File: config.mk
export PLATFORM = sky130hd
export DESIGN_NAME = i2c_split_ack_slave
export DESIGN_NICKNAME = d
export VERILOG_FILES = /design/src/rtl/i2c_split_pkg.sv /design/src/rtl/i2c_sync.sv /design/src/rtl/i2c_bus_cond.sv /design/src/rtl/i2c_slave_ctrl.sv /design/src/rtl/i2c_split_ack_slave.sv
export SDC_FILE = /design/constraint.sdc
export NUM_CORES = 1
export LEC_CHECK = 0
export ABC_AREA = 1
export CORE_MARGIN = 4
export CORE_UTILIZATION = 45
export DETAILED_ROUTE_END_ITERATION = 6
export HOLD_SLACK_MARGIN = 0.1
export PLACE_DENSITY = 0.78
export SLEW_MARGIN = 20
export SYNTH_ARGS = -nofsm -noshare
export SYNTH_HDL_FRONTEND = slang
export SYNTH_SLANG_ARGS = --single-unit
File: constraint.sdc
create_clock -name clk_i -period 1.81 [get_ports clk_i]
set_input_delay 0.543 -clock clk_i [delete_from_list [all_inputs] [get_ports clk_i]]
set_output_delay 0.543 -clock clk_i [all_outputs]
set_load 0.02 [all_outputs]
File: src/rtl/i2c_split_pkg.sv
package i2c_split_pkg;
  typedef enum logic [2:0] {
    ST_IDLE,
    ST_ADDR,
    ST_WRITE,
    ST_READ,
    ST_SKIP
  } slv_state_e;
endpackage

File: src/rtl/i2c_sync.sv
module i2c_sync #(
  parameter int              WIDTH   = 2,
  parameter int              STAGES  = 2,
  parameter logic [WIDTH-1:0] RST_VAL = '1
) (
  input  logic             clk_i,
  input  logic             rst_ni,
  input  logic [WIDTH-1:0] d_i,
  output logic [WIDTH-1:0] q_o
);
  logic [WIDTH-1:0] stg [STAGES];

  for (genvar g = 0; g < STAGES; g++) begin : g_stage
    if (g == 0) begin : g_first
      always_ff @(posedge clk_i or negedge rst_ni) begin
        if (!rst_ni) stg[g] <= RST_VAL;
        else         stg[g] <= d_i;
      end
    end else begin : g_next
      always_ff @(posedge clk_i or negedge rst_ni) begin
        if (!rst_ni) stg[g] <= RST_VAL;
        else         stg[g] <= stg[g-1];
      end
    end
  end

  assign q_o = stg[STAGES-1];
endmodule

File: src/rtl/i2c_bus_cond.sv
module i2c_bus_cond (
  input  logic clk_i,
  input  logic rst_ni,
  input  logic scl_s_i,
  input  logic sda_s_i,
  output logic scl_rise_o,
  output logic scl_fall_o,
  output logic start_o,
  output logic stop_o
);
  logic scl_d, sda_d;

  always_ff @(posedge clk_i or negedge rst_ni) begin
    if (!rst_ni) begin
      scl_d <= 1'b1;
      sda_d <= 1'b1;
    end else begin
      scl_d <= scl_s_i;
      sda_d <= sda_s_i;
    end
  end

  assign scl_rise_o = scl_s_i & ~scl_d;
  assign scl_fall_o = ~scl_s_i & scl_d;
  // data edges only count as conditions while clock held high
  assign start_o    = scl_s_i & scl_d & sda_d & ~sda_s_i;
  assign stop_o     = scl_s_i & scl_d & ~sda_d & sda_s_i;
endmodule

File: src/rtl/i2c_slave_ctrl.sv
module i2c_slave_ctrl
  import i2c_split_pkg::*;
#(
  parameter int DATA_W = 8,
  localparam int ADDR_W = DATA_W - 1
) (
  input  logic              clk_i,
  input  logic              rst_ni,
  input  logic              scl_rise_i,
  input  logic              scl_fall_i,
  input  logic              start_i,
  input  logic              stop_i,
  input  logic              sda_i,
  input  logic [ADDR_W-1:0] dev_addr_i,
  input  logic [DATA_W-1:0] tx_data_i,
  output logic              sda_pull_o,
  output logic [DATA_W-1:0] rx_data_o,
  output logic              rx_valid_o,
  output logic              tx_ready_o
);
  localparam int CNT_W = $clog2(DATA_W + 2);
  localparam int IDX_W = $clog2(DATA_W);
  localparam logic [CNT_W-1:0] LAST_BIT = CNT_W'(DATA_W - 1);
  localparam logic [CNT_W-1:0] ACK_SLOT = CNT_W'(DATA_W);
  localparam logic [CNT_W-1:0] ACK_END  = CNT_W'(DATA_W + 1);

  slv_state_e        st;
  logic [CNT_W-1:0]  cnt;
  logic [DATA_W-1:0] shreg, txsh, sh_next;
  logic              match, rd, mack;
  logic              addr_hit;
  logic [IDX_W-1:0]  tx_idx;

  assign sh_next  = {shreg[DATA_W-2:0], sda_i};
  assign addr_hit = (sh_next[DATA_W-1:1] == dev_addr_i);
  assign tx_idx   = IDX_W'(DATA_W - 1) - cnt[IDX_W-1:0];

  always_ff @(posedge clk_i or negedge rst_ni) begin
    if (!rst_ni) begin
      st         <= ST_IDLE;
      cnt        <= '0;
      shreg      <= '0;
      txsh       <= '0;
      match      <= 1'b0;
      rd         <= 1'b0;
      mack       <= 1'b0;
      sda_pull_o <= 1'b0;
      rx_data_o  <= '0;
      rx_valid_o <= 1'b0;
      tx_ready_o <= 1'b0;
    end else begin
      rx_valid_o <= 1'b0;
      tx_ready_o <= 1'b0;
      if (stop_i) begin
        st         <= ST_IDLE;
        cnt        <= '0;
        sda_pull_o <= 1'b0;
      end else if (start_i) begin
        st         <= ST_ADDR;
        cnt        <= '0;
        sda_pull_o <= 1'b0;
      end else if (st == ST_ADDR || st == ST_WRITE || st == ST_READ) begin
        if (scl_rise_i) begin
          if (cnt < ACK_SLOT) begin
            shreg <= sh_next;
            cnt   <= cnt + 1'b1;
            if (cnt == LAST_BIT) begin
              if (st == ST_ADDR) begin
                match      <= addr_hit;
                rd         <= sda_i;
                tx_ready_o <= addr_hit & sda_i;
              end else if (st == ST_WRITE) begin
                rx_valid_o <= 1'b1;
                rx_data_o  <= sh_next;
              end
            end
          end else if (cnt == ACK_SLOT) begin
            cnt  <= cnt + 1'b1;
            mack <= ~sda_i;
            if (st == ST_READ && !sda_i) tx_ready_o <= 1'b1;
          end
        end else if (scl_fall_i) begin
          if (cnt == ACK_SLOT) begin
            // ack slot opens: slave acks address/write, releases on read
            unique case (st)
              ST_ADDR:  sda_pull_o <= match;
              ST_WRITE: sda_pull_o <= 1'b1;
              default:  sda_pull_o <= 1'b0;
            endcase
          end else if (cnt == ACK_END) begin
            cnt <= '0;
            unique case (st)
              ST_ADDR: begin
                if (!match) begin
                  st         <= ST_SKIP;
                  sda_pull_o <= 1'b0;
                end else if (rd) begin
                  st         <= ST_READ;
                  txsh       <= tx_data_i;
                  sda_pull_o <= ~tx_data_i[DATA_W-1];
                end else begin
                  st         <= ST_WRITE;
                  sda_pull_o <= 1'b0;
                end
              end
              ST_READ: begin
                if (mack) begin
                  txsh       <= tx_data_i;
                  sda_pull_o <= ~tx_data_i[DATA_W-1];
                end else begin
                  st         <= ST_SKIP;
                  sda_pull_o <= 1'b0;
                end
              end
              default: sda_pull_o <= 1'b0;
            endcase
          end else if (st == ST_READ && cnt != '0) begin
            sda_pull_o <= ~txsh[tx_idx];
          end
        end
      end
    end
  end
endmodule

File: src/rtl/i2c_split_ack_slave.sv
module i2c_split_ack_slave #(
  parameter int DATA_W      = 8,
  parameter int SYNC_STAGES = 2,
  localparam int ADDR_W     = DATA_W - 1
) (
  input  logic              clk_i,
  input  logic              rst_ni,
  input  logic              scl_i,
  input  logic              sda_i,
  input  logic [ADDR_W-1:0] dev_addr_i,
  output logic              sda_pull_o,
  output logic [DATA_W-1:0] rx_data_o,
  output logic              rx_valid_o,
  input  logic [DATA_W-1:0] tx_data_i,
  output logic              tx_ready_o
);
  logic scl_s, sda_s;
  logic scl_rise, scl_fall, start_det, stop_det;

  i2c_sync #(
    .WIDTH  (2),
    .STAGES (SYNC_STAGES),
    .RST_VAL(2'b11)
  ) u_sync (
    .clk_i (clk_i),
    .rst_ni(rst_ni),
    .d_i   ({scl_i, sda_i}),
    .q_o   ({scl_s, sda_s})
  );

  i2c_bus_cond u_cond (
    .clk_i     (clk_i),
    .rst_ni    (rst_ni),
    .scl_s_i   (scl_s),
    .sda_s_i   (sda_s),
    .scl_rise_o(scl_rise),
    .scl_fall_o(scl_fall),
    .start_o   (start_det),
    .stop_o    (stop_det)
  );

  i2c_slave_ctrl #(
    .DATA_W(DATA_W)
  ) u_ctrl (
    .clk_i     (clk_i),
    .rst_ni    (rst_ni),
    .scl_rise_i(scl_rise),
    .scl_fall_i(scl_fall),
    .start_i   (start_det),
    .stop_i    (stop_det),
    .sda_i     (sda_s),
    .dev_addr_i(dev_addr_i),
    .tx_data_i (tx_data_i),
    .sda_pull_o(sda_pull_o),
    .rx_data_o (rx_data_o),
    .rx_valid_o(rx_valid_o),
    .tx_ready_o(tx_ready_o)
  );
endmodule

* Word level (Yosys, flattened, before mapping) *
Cells that the tools add are included.

storage, ports and cells
  flip-flop bits (word level) = 42
  bits in latches = 0
  bits in writable memories = 0
  bits in read-only memories = 0
  input port bits = 19
  output and inout port bits = 11
  memories = 0

operators by class
  $add $sub $neg = 2
  multipliers = 0
  divide/modulo/power cells = 0
  $lt $le $gt $ge = 2
  equality and inequality tests = 15
  shift-type cells = 0
  multiplexer cells = 56
  bitwise gates (word level) = 20
  reduce and logical (&&, ||, !) cells = 22

operators with widths
  cell                 count
  $mux 4               9
  $mux 1               30
  $mux 3               9
  $mux 8               3
  $pmux 8 s2           1
  $reduce_bool 4->1    4
  $reduce_and 7->1     2
  $not 1->1            12
  $reduce_and 11->1    1
  $reduce_and 5->1     2
  $reduce_bool 3->1    3
  $and 1x1->1          8
  $eq 4x4->1 const B   2
  $ne 4x4->1 const B   2
  $reduce_and 8->1     1
  $eq 7x7->1           1
  $eq 3x2->1 const B   2
  $ne 2x1->1 const B   3
  $pmux 3 s2           1
  $reduce_and 6->1     1
  $ne 5x1->1 const B   1
  $reduce_bool 5->1    1
  $add 4x1->4 const B  1
  $eq 4x3->1 const B   1
  other kinds (13)     16

* Depth between registers and ports, before layout *
  depth after elaboration = 12
  gate-level depth with buffers = 10

* By module *
Synthesis repeated with hierarchy kept, for this count alone.

unflattened totals
  cell total of the unflattened synthesis = 269
  area total of the unflattened synthesis = 2,188.3 µm²

by module, submodules not included
  module          times used  cells an instance  area each (µm²)
  i2c_slave_ctrl  1           250                1,974.4
  i2c_sync        1           6                  120.1
  i2c_bus_cond    1           13                 93.8

* Worst setup path before layout *
No wires, ideal clock.

  path kind = register to register
  start point = reg u_cond.scl_d
  end point = reg u_ctrl.txsh[0]
  data arrival time = 1.540 ns
  data required time = 1.693 ns
  path slack = 0.153 ns
  stages on the path, launching flop included = 9
  period minus slack after synthesis = 1.657 ns
  cell sequence = dfstp_2 > inv_1 > ha_1 > nor2_1 > nand3_2 > nor3_4 > nand2_4 > nand2_1 > nand2_1

between the ends
  longest elaborated chain between the ends = 5

ends and longest elaborated chain
  what                                                line                                    source
  start, declared                                     i2c_bus_cond.sv:11                      logic scl_d, sda_d;
  start signal, assigned                              i2c_bus_cond.sv:18                      scl_d <= scl_s_i;
  $and 1x1->1                                         i2c_bus_cond.sv:26, i2c_bus_cond.sv:27
  $and 1x1->1, on equally long branches (2 in a row)  i2c_bus_cond.sv:27, i2c_bus_cond.sv:26
  $not 1->1 (no source line)                          --
  $reduce_and 11->1 (no source line) (*)              --
  end signal, assigned                                i2c_slave_ctrl.sv:99                    txsh <= tx_data_i;
  end signal, assigned                                i2c_slave_ctrl.sv:108                   txsh <= tx_data_i;
  end, declared                                       i2c_slave_ctrl.sv:29                    logic [DATA_W-1:0] shreg, txsh, sh_next;

Every way passes the cells marked *; elsewhere a longest branch is shown, timed or not.
A chain may end at the register's enable or synchronous reset.

* Worst setup path after layout *
  start point = reg u_ctrl.tx_ready_o
  end point = out tx_ready_o

RTL lines
  what                    line                       source
  start, declared         i2c_slave_ctrl.sv:19       output logic tx_ready_o
  start signal, assigned  i2c_slave_ctrl.sv:71       tx_ready_o <= addr_hit & sda_i;
  end, declared           i2c_split_ack_slave.sv:15  output logic tx_ready_o

No word-level cell between the ends.

==> impl_metrics.toml <==
[run_status]
outcome = "completed"

[pwr]
ir_drop_uv = 432.8
netSwitchingPower_mw = 0.5154
seqPwrFrac_pct = 52.4
pwr_density_cell_nw_per_um2 = 699.2
clock_power_share_pct = 33.1
power_mw = 1.925
internal_power_mw = 1.409
swShare_pct = 26.78
share_comb_of_total_power_pct = 14.5
static-leakage-power_nw = 1.382

[timing]
max_clock_freq_mhz = 562.2
count_of_pins_over_their_slew_limit = 0
worst_pin_slew_ns = 0.3802
finalSetupViolations = 0
hold_viol_final = 0
timing.final.crit_share_pct = 98.27
postLayoutSetupSlackWorst_ns = 0.03135
relSlewSlack_pct = 74.46
skew_ns = 0.009445
rsz0062_at_grt = "yes"
period_minus_slack_ns = 1.779

[logic_synthesis]
synth_top_flop_cell = "sky130_fd_sc_hd__dfrtp_1"
syn_area_sq_um = 2201
postSynthNetCount = 296
ys_types = 27
asyncSetResetFlopFracSynth_pct = 100.0
synth-seq-cells = 42
synthesis.area_per_instance_sq_um = 8.121
synth_cells = 271
synthesis.yosys.warnings = 0
synth_enable_flop_cells = 0
synth_sequential_area_ratio_pct = 48.10

[clock_network]
cts_sinks = 42
cts.repair_timing.setup_buffer_count = 0
cts.root.buffer_cell = "sky130_fd_sc_hd__clkbuf_8"
cts_buffers = 5
tritoncts = "yes"
cts_hold_buf = 0
worst_skew_pair.late_latency_ns = 0.30
cts_buffer_depth = 2
cts_max_level = 2
clkSlewWorstSetupHoldPaths_ns = 0.08

[setup_path]
timing.critical_path.cells = "clkdlybuf4s50_1"
timing.reg2reg.setup_slack_ns = 0.09
critPathArrivalTime_ns = 1.24
critical-path-slowest-cell = "sky130_fd_sc_hd__clkdlybuf4s50_1"
worstPathBufferInverterCount = 1
crit-reg2reg-launch = "u_sync.q_o[1]$_DFF_PN1_"
critPathLaunchType = "register"
timing.critical_path.max_delay_family = "buffers and inverters"
critical_path.max_fanout = 1
critPathMaxStageDelay_ns = 0.60
worst_setup_path_end_kind = "output pin"
crit_required_ns = 1.27
reg2reg_to = "u_ctrl.rx_data_o[0]$_DFFE_PN0P_"
ff2ff_path_depth = 7
crit_type = "reg -> out"

[grt]
grt_pass1_wl_um = 8238
grt_pass1_vias = 1861
antenna_violations_before_repair = 0
globalRouteMet2Util_pct = 27.31
grt_use_met3_pct = 3.596
largest_net_degree_at_the_start_of_global_routing = 43
grt_util_all_layers_pct = 16.81
globalRouteOverflowTotal = 0
gr-max-usage-layer = "met2"
grt_util_met1_pct = 22.21

[place]
dp_hpwl_um = 3467
placement.setup.worst_slack_ns = 0.06575
routabilityCongestion = 0.8486
numPlacedInstances = 370
buffer_ports.inserted = 29
postPlaceCellArea_sq_um = 2625

[floorplanning]
effective_utilization_at_floorplan_pct = 46.60
num_io_pins = 30
core_region_area_sq_um = 4723
floorplan.rows = 25
die_height_um = 77.94
die_w_um = 77.94
fp.dieArea_sq_um = 6074

[route]
viasPerCell = 5.085
post_drt_wl_per_cell_um = 12.54
remaining_drc_errors = 0
firstDrtPassIters = 7
total_wirelength_of_the_detailed_routed_design_um = 4741
drtAntennaViolNets = 0
drt-initial-drc-count = 122
detailroute.via_count = 1922

[finish]
fillerInstances = 429
leading_cell_types_in_the_layout_fill_and_taps_excluded = "82 x sky130_fd_sc_hd__nand2_1, 36 x sky130_fd_sc_hd__dfrtp_1, 31 x sky130_fd_sc_hd__nand3_1"
areaGrowthSynthToFinish_pct = 25.07
final_design_area_no_fill_sq_um = 2753
number_of_non_filler_instances_in_the_completed_layout = 378
layout_commonest_cell = "sky130_fd_sc_hd__nand2_1"
nNetsFinal = 335
insertedDiodeCount = 0
post_route_cells_drive_above_1_share_pct = 16.40

[hold_path]
min-delay-path-class = "in -> async"

[flow_run]
drv.max_cap_violation_count = 0
## power groups by stage
stage | logic (mW) | clock network (mW) | registers [mW]
after floorplan | 0.154 | 0 | 1.02
after global placement | 0.272 | 0 | 1.03
after detailed placement | 0.278 | 0 | 1.03
after CTS | 0.280 | 0.641 | 1.01
after global routing | 0.316 | 0.690 | 1.01
final | 0.279 | 0.637 | 1.01
## logic make-up after synthesis
kind of cell	Yosys count	share of synthesized area, %
flops	42	48.10
fa+ha+maj	6	3.411
compound gates	30	7.163
xor+xnor	7	2.786
simple gates	155	32.80
buf+inv	31	5.742
## metrics by stage
step,utilization [%],setup TNS (ns),hold slack (ns)
floorplan,-,0,0.2474
global placement,55.58,0,0.3454
detailed placement,55.58,0,0.3472
CTS,57.43,0,0.2094
global route,58.28,-0.1365,0.2131
finish,58.28,0,0.1989
## cell type report
type                    count  area [sq um]  area share, %
flip-flops and latches     42          1059          38.45
clock inverters             1         5.005         0.1818
clock buffers               7         86.33          3.136
inverters                  27         103.9          3.773
repair buffers             36         374.1          13.59
multi-input cells         198          1041          37.82
well taps                  67         83.83          3.045
## cells in the mapped netlist, drive strengths merged, types with 4 or more instances
cell type | number | area, sq um
buf | 4 | 22.52
dfrtp | 36 | 900.9
dfstp | 6 | 157.7
ha | 6 | 75.07
inv | 27 | 103.9
nand2 | 87 | 346.6
nand3 | 35 | 185.2
nand4 | 5 | 31.28
nor2 | 21 | 108.9
nor3 | 5 | 36.29
o21ai | 27 | 142.6
xnor2 | 6 | 52.55
## worst max path at each step
stage / to / slack, ns / start / cells past startpoint
after CTS: rx_data_o[1] / 0.002 / u_ctrl.rx_data_o[1]$_DFFE_PN0P_ / 1
after detailed placement: u_ctrl.rx_data_o[0]$_DFFE_PN0P_ / 0.07 / u_sync.q_o[1]$_DFF_PN1_ / 7
after global routing: u_ctrl.cnt[1]$_DFFE_PN0P_ / -0.03 / u_sync.q_o[1]$_DFF_PN1_ / 8
final: tx_ready_o / 0.03 / u_ctrl.tx_ready_o$_DFF_PN0_ / 1
after global placement: u_ctrl.st[0]$_DFFE_PN0P_ / 0.13 / u_sync.q_o[1]$_DFF_PN1_ / 8
after floorplan: u_ctrl.txsh[0]$_DFFE_PN0P_ / 0.15 / u_cond.scl_d$_DFF_PN1_ / 8
## sequential cells by signal (all words and copies together) (netlist names)
signal,cells
u_ctrl.mack,1
u_cond.sda_d,1
u_sync.q_o,2
u_ctrl.cnt,4
u_ctrl.st,3
u_ctrl.rd,1
u_ctrl.rx_valid_o,1
u_ctrl.rx_data_o,8
u_ctrl.sda_pull_o,1
u_ctrl.tx_ready_o,1
u_ctrl.txsh,8
u_ctrl.shreg,7
u_sync.stg,2
u_ctrl.match,1
u_cond.scl_d,1
## routing by layer
| metal | part of all wire [%] | vias to the layer above |
|---|---|---|
| met5 | 0 | - |
| met4 | 1.5 | 0 |
| met3 | 3.8 | 10 |
| met2 | 49 | 46 |
| met1 | 46 | 913 |
| li1 | - | 953 |
## worst register-to-register path, cell delays in order, from the launching register on
cell	delay, ns
sky130_fd_sc_hd__dfstp_2	0.57
sky130_fd_sc_hd__ha_1	0.19
sky130_fd_sc_hd__buf_4	0.15
sky130_fd_sc_hd__inv_2	0.06
sky130_fd_sc_hd__nor2_2	0.17
sky130_fd_sc_hd__nand2_2	0.24
sky130_fd_sc_hd__nand2_1	0.15
sky130_fd_sc_hd__o21ai_1	0.08
## timing repair
item | 4_1_cts | 5_1_grt
resized for setup | 3 | 13
pin swaps | 0 | 2
setup endpoints to repair | 3 | 35
hold endpoints to repair | 0 | 0
Power figures use the tool's default switching activity.
